File: src/rtl/pgw_pkg.sv
`timescale 1ns/1ps
package pgw_pkg;
  typedef enum logic [1:0] {
    ACC_PROBE = 2'd0,
    ACC_READ  = 2'd1,
    ACC_WRITE = 2'd2,
    ACC_FETCH = 2'd3
  } acc_e;

  typedef enum logic [2:0] {
    ST_IDLE, ST_RD0, ST_WT0, ST_RD1, ST_WT1, ST_WR, ST_WTW, ST_FIN
  } walk_st_e;

  // second-word flag positions
  localparam int W1_REF = 8;
  localparam int W1_CHG = 7;
  localparam int PG_SHIFT = 12;
  localparam int GRP_SHIFT = 6;
endpackage

File: src/rtl/pgw_hash.sv
`timescale 1ns/1ps
module pgw_hash #(
  parameter int SID_W  = 24,
  parameter int PIX_W  = 16,
  parameter int HASH_W = 19,
  parameter int AW     = 32
) (
  input  logic [SID_W-1:0]  sid,
  input  logic [PIX_W-1:0]  pix,
  input  logic              second,
  input  logic [AW-1:0]     base,
  input  logic [HASH_W-1:0] mask,
  output logic [AW-1:0]     grp
);
  localparam int PAD_W = AW - HASH_W - pgw_pkg::GRP_SHIFT;

  logic [HASH_W-1:0] h_pri;
  logic [HASH_W-1:0] h_sel;

  always_comb begin
    h_pri = sid[HASH_W-1:0] ^ {{(HASH_W-PIX_W){1'b0}}, pix};
    h_sel = second ? ~h_pri : h_pri;
    grp   = {{PAD_W{1'b0}}, (h_sel & mask), {pgw_pkg::GRP_SHIFT{1'b0}}} | base;
  end
endmodule

File: src/rtl/pgw_match.sv
`timescale 1ns/1ps
module pgw_match #(
  parameter int SID_W = 24,
  parameter int API_W = 6,
  parameter int DW    = 32
) (
  input  logic [DW-1:0]    word0,
  input  logic [SID_W-1:0] sid,
  input  logic [API_W-1:0] api,
  input  logic             second,
  output logic             hit
);
  localparam int HSEL_B = API_W;
  localparam int SID_LO = API_W + 1;
  localparam int VLD_B  = API_W + SID_W + 1;

  logic vld;
  logic hsel;
  logic sid_eq;
  logic api_eq;

  always_comb begin
    vld    = word0[VLD_B];
    hsel   = word0[HSEL_B];
    sid_eq = (word0[SID_LO +: SID_W] == sid);
    api_eq = (word0[API_W-1:0] == api);
    hit    = vld && sid_eq && api_eq && (hsel == second);
  end
endmodule

File: src/rtl/pgw_update.sv
`timescale 1ns/1ps
module pgw_update
  import pgw_pkg::*;
#(
  parameter int DW = 32
) (
  input  logic [DW-1:0] word1,
  input  acc_e          kind,
  output logic [DW-1:0] word1_upd
);
  always_comb begin
    word1_upd = word1;
    if (kind != ACC_PROBE) word1_upd[W1_REF] = 1'b1;
    if (kind == ACC_WRITE) word1_upd[W1_CHG] = 1'b1;
  end
endmodule

File: src/rtl/pgw_walker.sv
`timescale 1ns/1ps
module pgw_walker
  import pgw_pkg::*;
#(
  parameter int SID_W  = 24,
  parameter int PIX_W  = 16,
  parameter int API_W  = 6,
  parameter int HASH_W = 19,
  parameter int AW     = 32,
  parameter int DW     = 32,
  parameter int GRP_N  = 8
) (
  input  logic                   clk,
  input  logic                   rst_n,
  input  logic                   req_valid,
  input  logic [SID_W-1:0]       req_sid,
  input  logic [PIX_W-1:0]       req_pix,
  input  logic [API_W-1:0]       req_api,
  input  logic [PG_SHIFT-1:0]    req_offset,
  input  logic [1:0]             req_kind,
  input  logic [AW-1:0]          cfg_base,
  input  logic [HASH_W-1:0]      cfg_hmask,
  output logic                   busy,
  output logic                   mem_req,
  output logic                   mem_we,
  output logic [AW-1:0]          mem_addr,
  output logic [DW-1:0]          mem_wdata,
  output logic                   mem_alt,
  input  logic                   mem_rvalid,
  input  logic [DW-1:0]          mem_rdata,
  output logic                   done,
  output logic                   fault,
  output logic [AW-1:0]          paddr,
  output logic                   fill_valid,
  output logic [SID_W+PIX_W-1:0] fill_tag,
  output logic [DW-1:0]          fill_pte
);
  localparam int IDX_W = $clog2(GRP_N);
  localparam int RPN_W = AW - PG_SHIFT;
  localparam int STEP_SH = 3;
  localparam logic [IDX_W-1:0] IDX_LAST = IDX_W'(GRP_N - 1);

  walk_st_e            st_q, st_d;
  logic [SID_W-1:0]    sid_q;
  logic [PIX_W-1:0]    pix_q;
  logic [API_W-1:0]    api_q;
  logic [PG_SHIFT-1:0] off_q;
  acc_e                kind_q;
  logic                pass_q, pass_d;
  logic [IDX_W-1:0]    idx_q, idx_d;
  logic [AW-1:0]       grp_q;
  logic [DW-1:0]       w1_q;
  logic                fault_q, fault_d;

  logic cap_en, grp_en, idx_en, pass_en, w1_en, fault_en;

  logic [SID_W-1:0] h_sid;
  logic [PIX_W-1:0] h_pix;
  logic             h_second;
  logic [AW-1:0]    grp_new;
  logic             ent_hit;
  logic [DW-1:0]    w1_upd;
  logic [AW-1:0]    ent_addr;

  // one hash unit shared between request capture and the pass switch
  assign h_sid    = (st_q == ST_IDLE) ? req_sid : sid_q;
  assign h_pix    = (st_q == ST_IDLE) ? req_pix : pix_q;
  assign h_second = (st_q != ST_IDLE);

  pgw_hash #(.SID_W(SID_W), .PIX_W(PIX_W), .HASH_W(HASH_W), .AW(AW)) u_hash (
    .sid(h_sid), .pix(h_pix), .second(h_second),
    .base(cfg_base), .mask(cfg_hmask), .grp(grp_new)
  );

  pgw_match #(.SID_W(SID_W), .API_W(API_W), .DW(DW)) u_match (
    .word0(mem_rdata), .sid(sid_q), .api(api_q), .second(pass_q), .hit(ent_hit)
  );

  pgw_update #(.DW(DW)) u_upd (
    .word1(mem_rdata), .kind(kind_q), .word1_upd(w1_upd)
  );

  assign ent_addr = grp_q + {{(AW-IDX_W-STEP_SH){1'b0}}, idx_q, {STEP_SH{1'b0}}};

  // next-state logic
  always_comb begin
    st_d     = st_q;
    pass_d   = pass_q;
    idx_d    = idx_q;
    fault_d  = fault_q;
    cap_en   = 1'b0;
    grp_en   = 1'b0;
    idx_en   = 1'b0;
    pass_en  = 1'b0;
    w1_en    = 1'b0;
    fault_en = 1'b0;
    unique case (st_q)
      ST_IDLE: begin
        if (req_valid) begin
          cap_en   = 1'b1;
          grp_en   = 1'b1;
          idx_en   = 1'b1;
          pass_en  = 1'b1;
          fault_en = 1'b1;
          idx_d    = '0;
          pass_d   = 1'b0;
          fault_d  = 1'b0;
          st_d     = ST_RD0;
        end
      end
      ST_RD0: st_d = ST_WT0;
      ST_WT0: begin
        if (mem_rvalid) begin
          if (ent_hit) begin
            st_d = ST_RD1;
          end else if (idx_q != IDX_LAST) begin
            idx_en = 1'b1;
            idx_d  = idx_q + 1'b1;
            st_d   = ST_RD0;
          end else if (!pass_q) begin
            idx_en  = 1'b1;
            pass_en = 1'b1;
            grp_en  = 1'b1;
            idx_d   = '0;
            pass_d  = 1'b1;
            st_d    = ST_RD0;
          end else begin
            fault_en = 1'b1;
            fault_d  = 1'b1;
            st_d     = ST_FIN;
          end
        end
      end
      ST_RD1: st_d = ST_WT1;
      ST_WT1: begin
        if (mem_rvalid) begin
          w1_en = 1'b1;
          st_d  = (kind_q == ACC_PROBE) ? ST_FIN : ST_WR;
        end
      end
      ST_WR:  st_d = ST_WTW;
      ST_WTW: if (mem_rvalid) st_d = ST_FIN;
      ST_FIN: st_d = ST_IDLE;
      default: st_d = ST_IDLE;
    endcase
  end

  // registers
  always_ff @(posedge clk or negedge rst_n) begin
    if (!rst_n) begin
      st_q    <= ST_IDLE;
      sid_q   <= '0;
      pix_q   <= '0;
      api_q   <= '0;
      off_q   <= '0;
      kind_q  <= ACC_PROBE;
      pass_q  <= 1'b0;
      idx_q   <= '0;
      grp_q   <= '0;
      w1_q    <= '0;
      fault_q <= 1'b0;
    end else begin
      st_q <= st_d;
      if (cap_en) begin
        sid_q  <= req_sid;
        pix_q  <= req_pix;
        api_q  <= req_api;
        off_q  <= req_offset;
        kind_q <= acc_e'(req_kind);
      end
      if (grp_en)   grp_q   <= grp_new;
      if (idx_en)   idx_q   <= idx_d;
      if (pass_en)  pass_q  <= pass_d;
      if (w1_en)    w1_q    <= w1_upd;
      if (fault_en) fault_q <= fault_d;
    end
  end

  // outputs
  always_comb begin
    busy       = (st_q != ST_IDLE);
    mem_req    = (st_q == ST_RD0) || (st_q == ST_RD1) || (st_q == ST_WR);
    mem_we     = (st_q == ST_WR);
    mem_addr   = (st_q == ST_RD0) ? ent_addr : (ent_addr | AW'(4));
    mem_wdata  = w1_q;
    mem_alt    = (grp_q[AW-1 -: 4] == 4'h1);
    done       = (st_q == ST_FIN);
    fault      = done && fault_q;
    paddr      = (done && !fault_q) ? {w1_q[DW-1 -: RPN_W], off_q} : '0;
    fill_valid = done && !fault_q && (kind_q != ACC_PROBE);
    fill_tag   = {sid_q, pix_q};
    fill_pte   = w1_q;
  end
endmodule

File: config.mk
export PLATFORM = sky130hd
export DESIGN_NAME = pgw_walker
export DESIGN_NICKNAME = d
export VERILOG_FILES = /design/src/rtl/pgw_pkg.sv /design/src/rtl/pgw_hash.sv /design/src/rtl/pgw_match.sv /design/src/rtl/pgw_update.sv /design/src/rtl/pgw_walker.sv
export SDC_FILE = /design/constraint.sdc
export NUM_CORES = 1
export LEC_CHECK = 0
export BUFFER_PORTS_ARGS = -buffer_cell sky130_fd_sc_hd__buf_4
export CAP_MARGIN = 20
export CORE_AREA = 2 2 126 128
export DETAILED_ROUTE_END_ITERATION = 12
export DIE_AREA = 0 0 128 130
export PLACE_DENSITY = 0.92
export SYNTH_ARGS = -nofsm -noshare
export SYNTH_HDL_FRONTEND = slang
export SYNTH_SLANG_ARGS = --single-unit
File: constraint.sdc
create_clock -name clk -period 5.3 [get_ports clk]
set_input_delay 1.06 -clock clk [delete_from_list [all_inputs] [get_ports clk]]
set_output_delay 1.06 -clock clk [all_outputs]
set_load 0.005 [all_outputs]
==> results.md <==
- CTS max path bufs: 2
- Yosys warnings: 0
- Post-Synth Simple-Gate Area: 9.91%
- Multi-input logic area: 3310 sq um
- ANT nets after route: 0
- DR pass1 iterations: 6
- Area grow syn2layout: 37.9%
- Rows: 46
- Slew margin rel.: 36.1%
- Comb pwr share: 43.1%
- Detailed-route wire length per cell: 18.6 microns
- Ys flop type: dfrtp_1
- Fmax: 0.236 GHz
- Final wirelength: 21000 microns
- Final worst path period need: 4.23 ns
- Die area: 16600 sq um
- Distinct cell type count after synthesis: 39
- DRT iter0 DRCs: 330
- First-pass GRT wire length: 31400 microns
- DPL Wire Length: 16100 microns
- PwrDens: 582 nW/um^2
- Mux cell area share after synthesis: 18.5%
- Unrepaired setup endpoints after global routing: false
- #FFs+latches synth: 132
- DRC: 0
- Chip Width: 128 microns
- DP Area: 9430 sq um
- Post_cts resized: 0
- Synth Area in Compound Gates: 5.02%
- Sum Neg Setup Slack: 0 ns
- Synth Area in XOR/XNOR: 10.4%
- Int Power: 3.82 mW
- Post-Syn Nets: 818
- Share of layout cells above drive strength 1: 49.8%
- CP max-delay cell: dfrtp_1
- Sw Ratio: 34.7%
- Clk pwr share: 21.5%
- Cell count after synthesis: 665
- Seq pwr share: 35.4%
- Diodes inserted: 0
- Seq/Total Area, Yosys: 45.3%
- Worst-margin pin slew: 0.955 ns
- CTS tree: built
- Final slew viol count: 0
- Final count of negative-setup-slack endpoints: 0
- Vias in the first global route: 5974
- Postcts setup bufs: 0
- Core Region: 15400 sq um
- Critical path peak fanout: 8
- Layout Skew: 0.00754 ns
- Overall Global Routing Usage: 25.0%
- Final Worst Setup Slack: 1.07 ns
- Hold-fix buffers, CTS: 0
- Mapped Area: 7300 sq um
- Post-Synth Adder-Cell Area: 1.13%
- Sequential Area: 3300 sq um
- Post-Layout Cell Count: 1127
- Switch Pwr: 2.03 mW
- Outcome: completed
- Max VDD drop: 325 uV
- Final Hold Vio Count: 0
- Layout Nets: 1075
- CTS HTree Levels: 4
- Placed insts: 1095
- Initial Util: 47.3%
- Post-synth EDFFs: 0
- Crit path kind: register to output port
- Number of max-cap violations: 0
- Fill count: 1168
- Crit end category: output port
- Antenna violations before repair: 0
- Clock latency on the worst-skew pair: 0.42 ns
- I/O Buffers: 321
- DR vias: 5829
- Hold Path Class: register to register
- Root buffer cell: clkbuf_16
- Global route overflow: 0
- Top Ports: 322
- Avg Cell Area, Syn: 11.0 sq um
- Routed vias/inst: 5.17
- GP Congestion: 0.872
- Ys async rst share: 100%
- Num Clock Sinks: 132
- Worst path arrival time: 3.17 ns
- Pleak: 4.90 nW
- Worst Hold Margin: 0.508 ns
- Final core utilization: 65.2%
- CP startpoint kind: register
- Most common cell after layout, fill and taps aside: buf_4
- CP required: 4.24 ns
- Worst-path clk slew: 0.06 ns
- Critical Path Most Common Cell: and4_1
- Tcrit/Tclk final: 79.9%
- DP Worst Slack: 1.27 ns
- Largest net degree at the start of global routing: 96
- Total power: 5.86 mW
- Fin area: 10100 sq um
- Most frequent cells in the layout: buf_4 (325), dfrtp_1 (132), mux2_2 (100)
- CP Cell Sequence: ha_1 -> inv_1 -> fa_1 -> nand2b_1 -> a21oi_1 -> and4_1 -> and4_1 -> nand3_1 -> xnor2_1 -> buf_4
- Largest family of logic cells by synthesized area: multiplexers
- Height of the die: 130 microns
- Max stage delay on crit path: 0.41 ns
- CTS Buf Count: 17
-- power groups by stage --
stage | Clock, mW | Combinational, mW | Sequential (mW)
2_1_floorplan | 0 | 1.61 | 1.91
3_3_place_gp | 0 | 2.44 | 2.04
3_5_place_dp | 0 | 2.54 | 2.07
4_1_cts | 1.28 | 2.55 | 2.07
5_1_grt | 1.32 | 2.74 | 2.15
6_report | 1.26 | 2.52 | 2.08
-- worst paths after layout --
| check | start | endpoint | slack, ns | cells after the start |
|---|---|---|---|---|
| max | idx_q[0] | mem_addr[19] | 1.07 | 10 |
| min | grp_q[1] | grp_q[1] | 0.51 | 1 |
| max reg2reg | sid_q[10] | grp_q[15] | 1.90 | 7 |
| min reg2reg | grp_q[1] | grp_q[1] | 0.51 | 1 |
| max in group asynchronous | rst_n | sid_q[7] | 3.53 | 2 |
| min in group asynchronous | rst_n | sid_q[17] | 0.73 | 1 |
-- cells by family after synthesis --
group,after synthesis
and+or+nand+nor,135
DFF,132
muxes,122
buffers and inverters,119
xor gates and xnor gates,87
AOI/OAI and AO/OA,64
adders and majority gates,6
-- metal layers --
| layer | up-vias | track usage (%) | routed length, microns |
|---|---|---|---|
| li1 | 2699 | - | - |
| met1 | 2848 | 29.5 | 8270 |
| met2 | 229 | 44.0 | 10900 |
| met3 | 53 | 5.62 | 1140 |
| met4 | 0 | 11.1 | 677 |
| met5 | - | 0 | 0 |
-- cell type report --
class | instances | area share, %
tap | 192 | 2.39
multi-input combinational | 414 | 32.9
sequential | 132 | 32.8
clock buffer | 19 | 4.50
inverter | 30 | 1.12
clock inverter | 13 | 1.80
timing repair buffer | 327 | 24.5
-- cells in the mapped netlist, types with 13 or more instances --
cell type    n  area share [%]
mux2_2     100              15
dfrtp_1    132              45
mux2i_1     21             2.9
and2_1      35             3.0
clkbuf_1    13            0.67
xnor2_1     47             5.6
nand2_1     41             2.1
a21oi_1     27             1.9
buf_4       64             6.6
o21ai_0     25             1.7
xor2_1      40             4.8
inv_1       30             1.5
-- critical path: cells and delay by family, from the launching register on --
family / cells / cell delay (ns)
buffers and inverters: 2 / 0.20
DFF: 1 / 0.41
AOI/OAI and AO/OA: 1 / 0.35
adders and majority gates: 2 / 0.60
xor gates and xnor gates: 1 / 0.16
and+or+nand+nor: 4 / 1.03
-- state kept, by name, summed over array words and instances (netlist names) --
name / count
api_q: 6
fault_q: 1
fill_pte: 32
grp_q: 32
idx_q: 3
kind_q: 2
off_q: 12
pass_q: 1
pix_q: 16
sid_q: 24
st_q: 3
No activity file was read; power rests on OpenSTA's default activity.
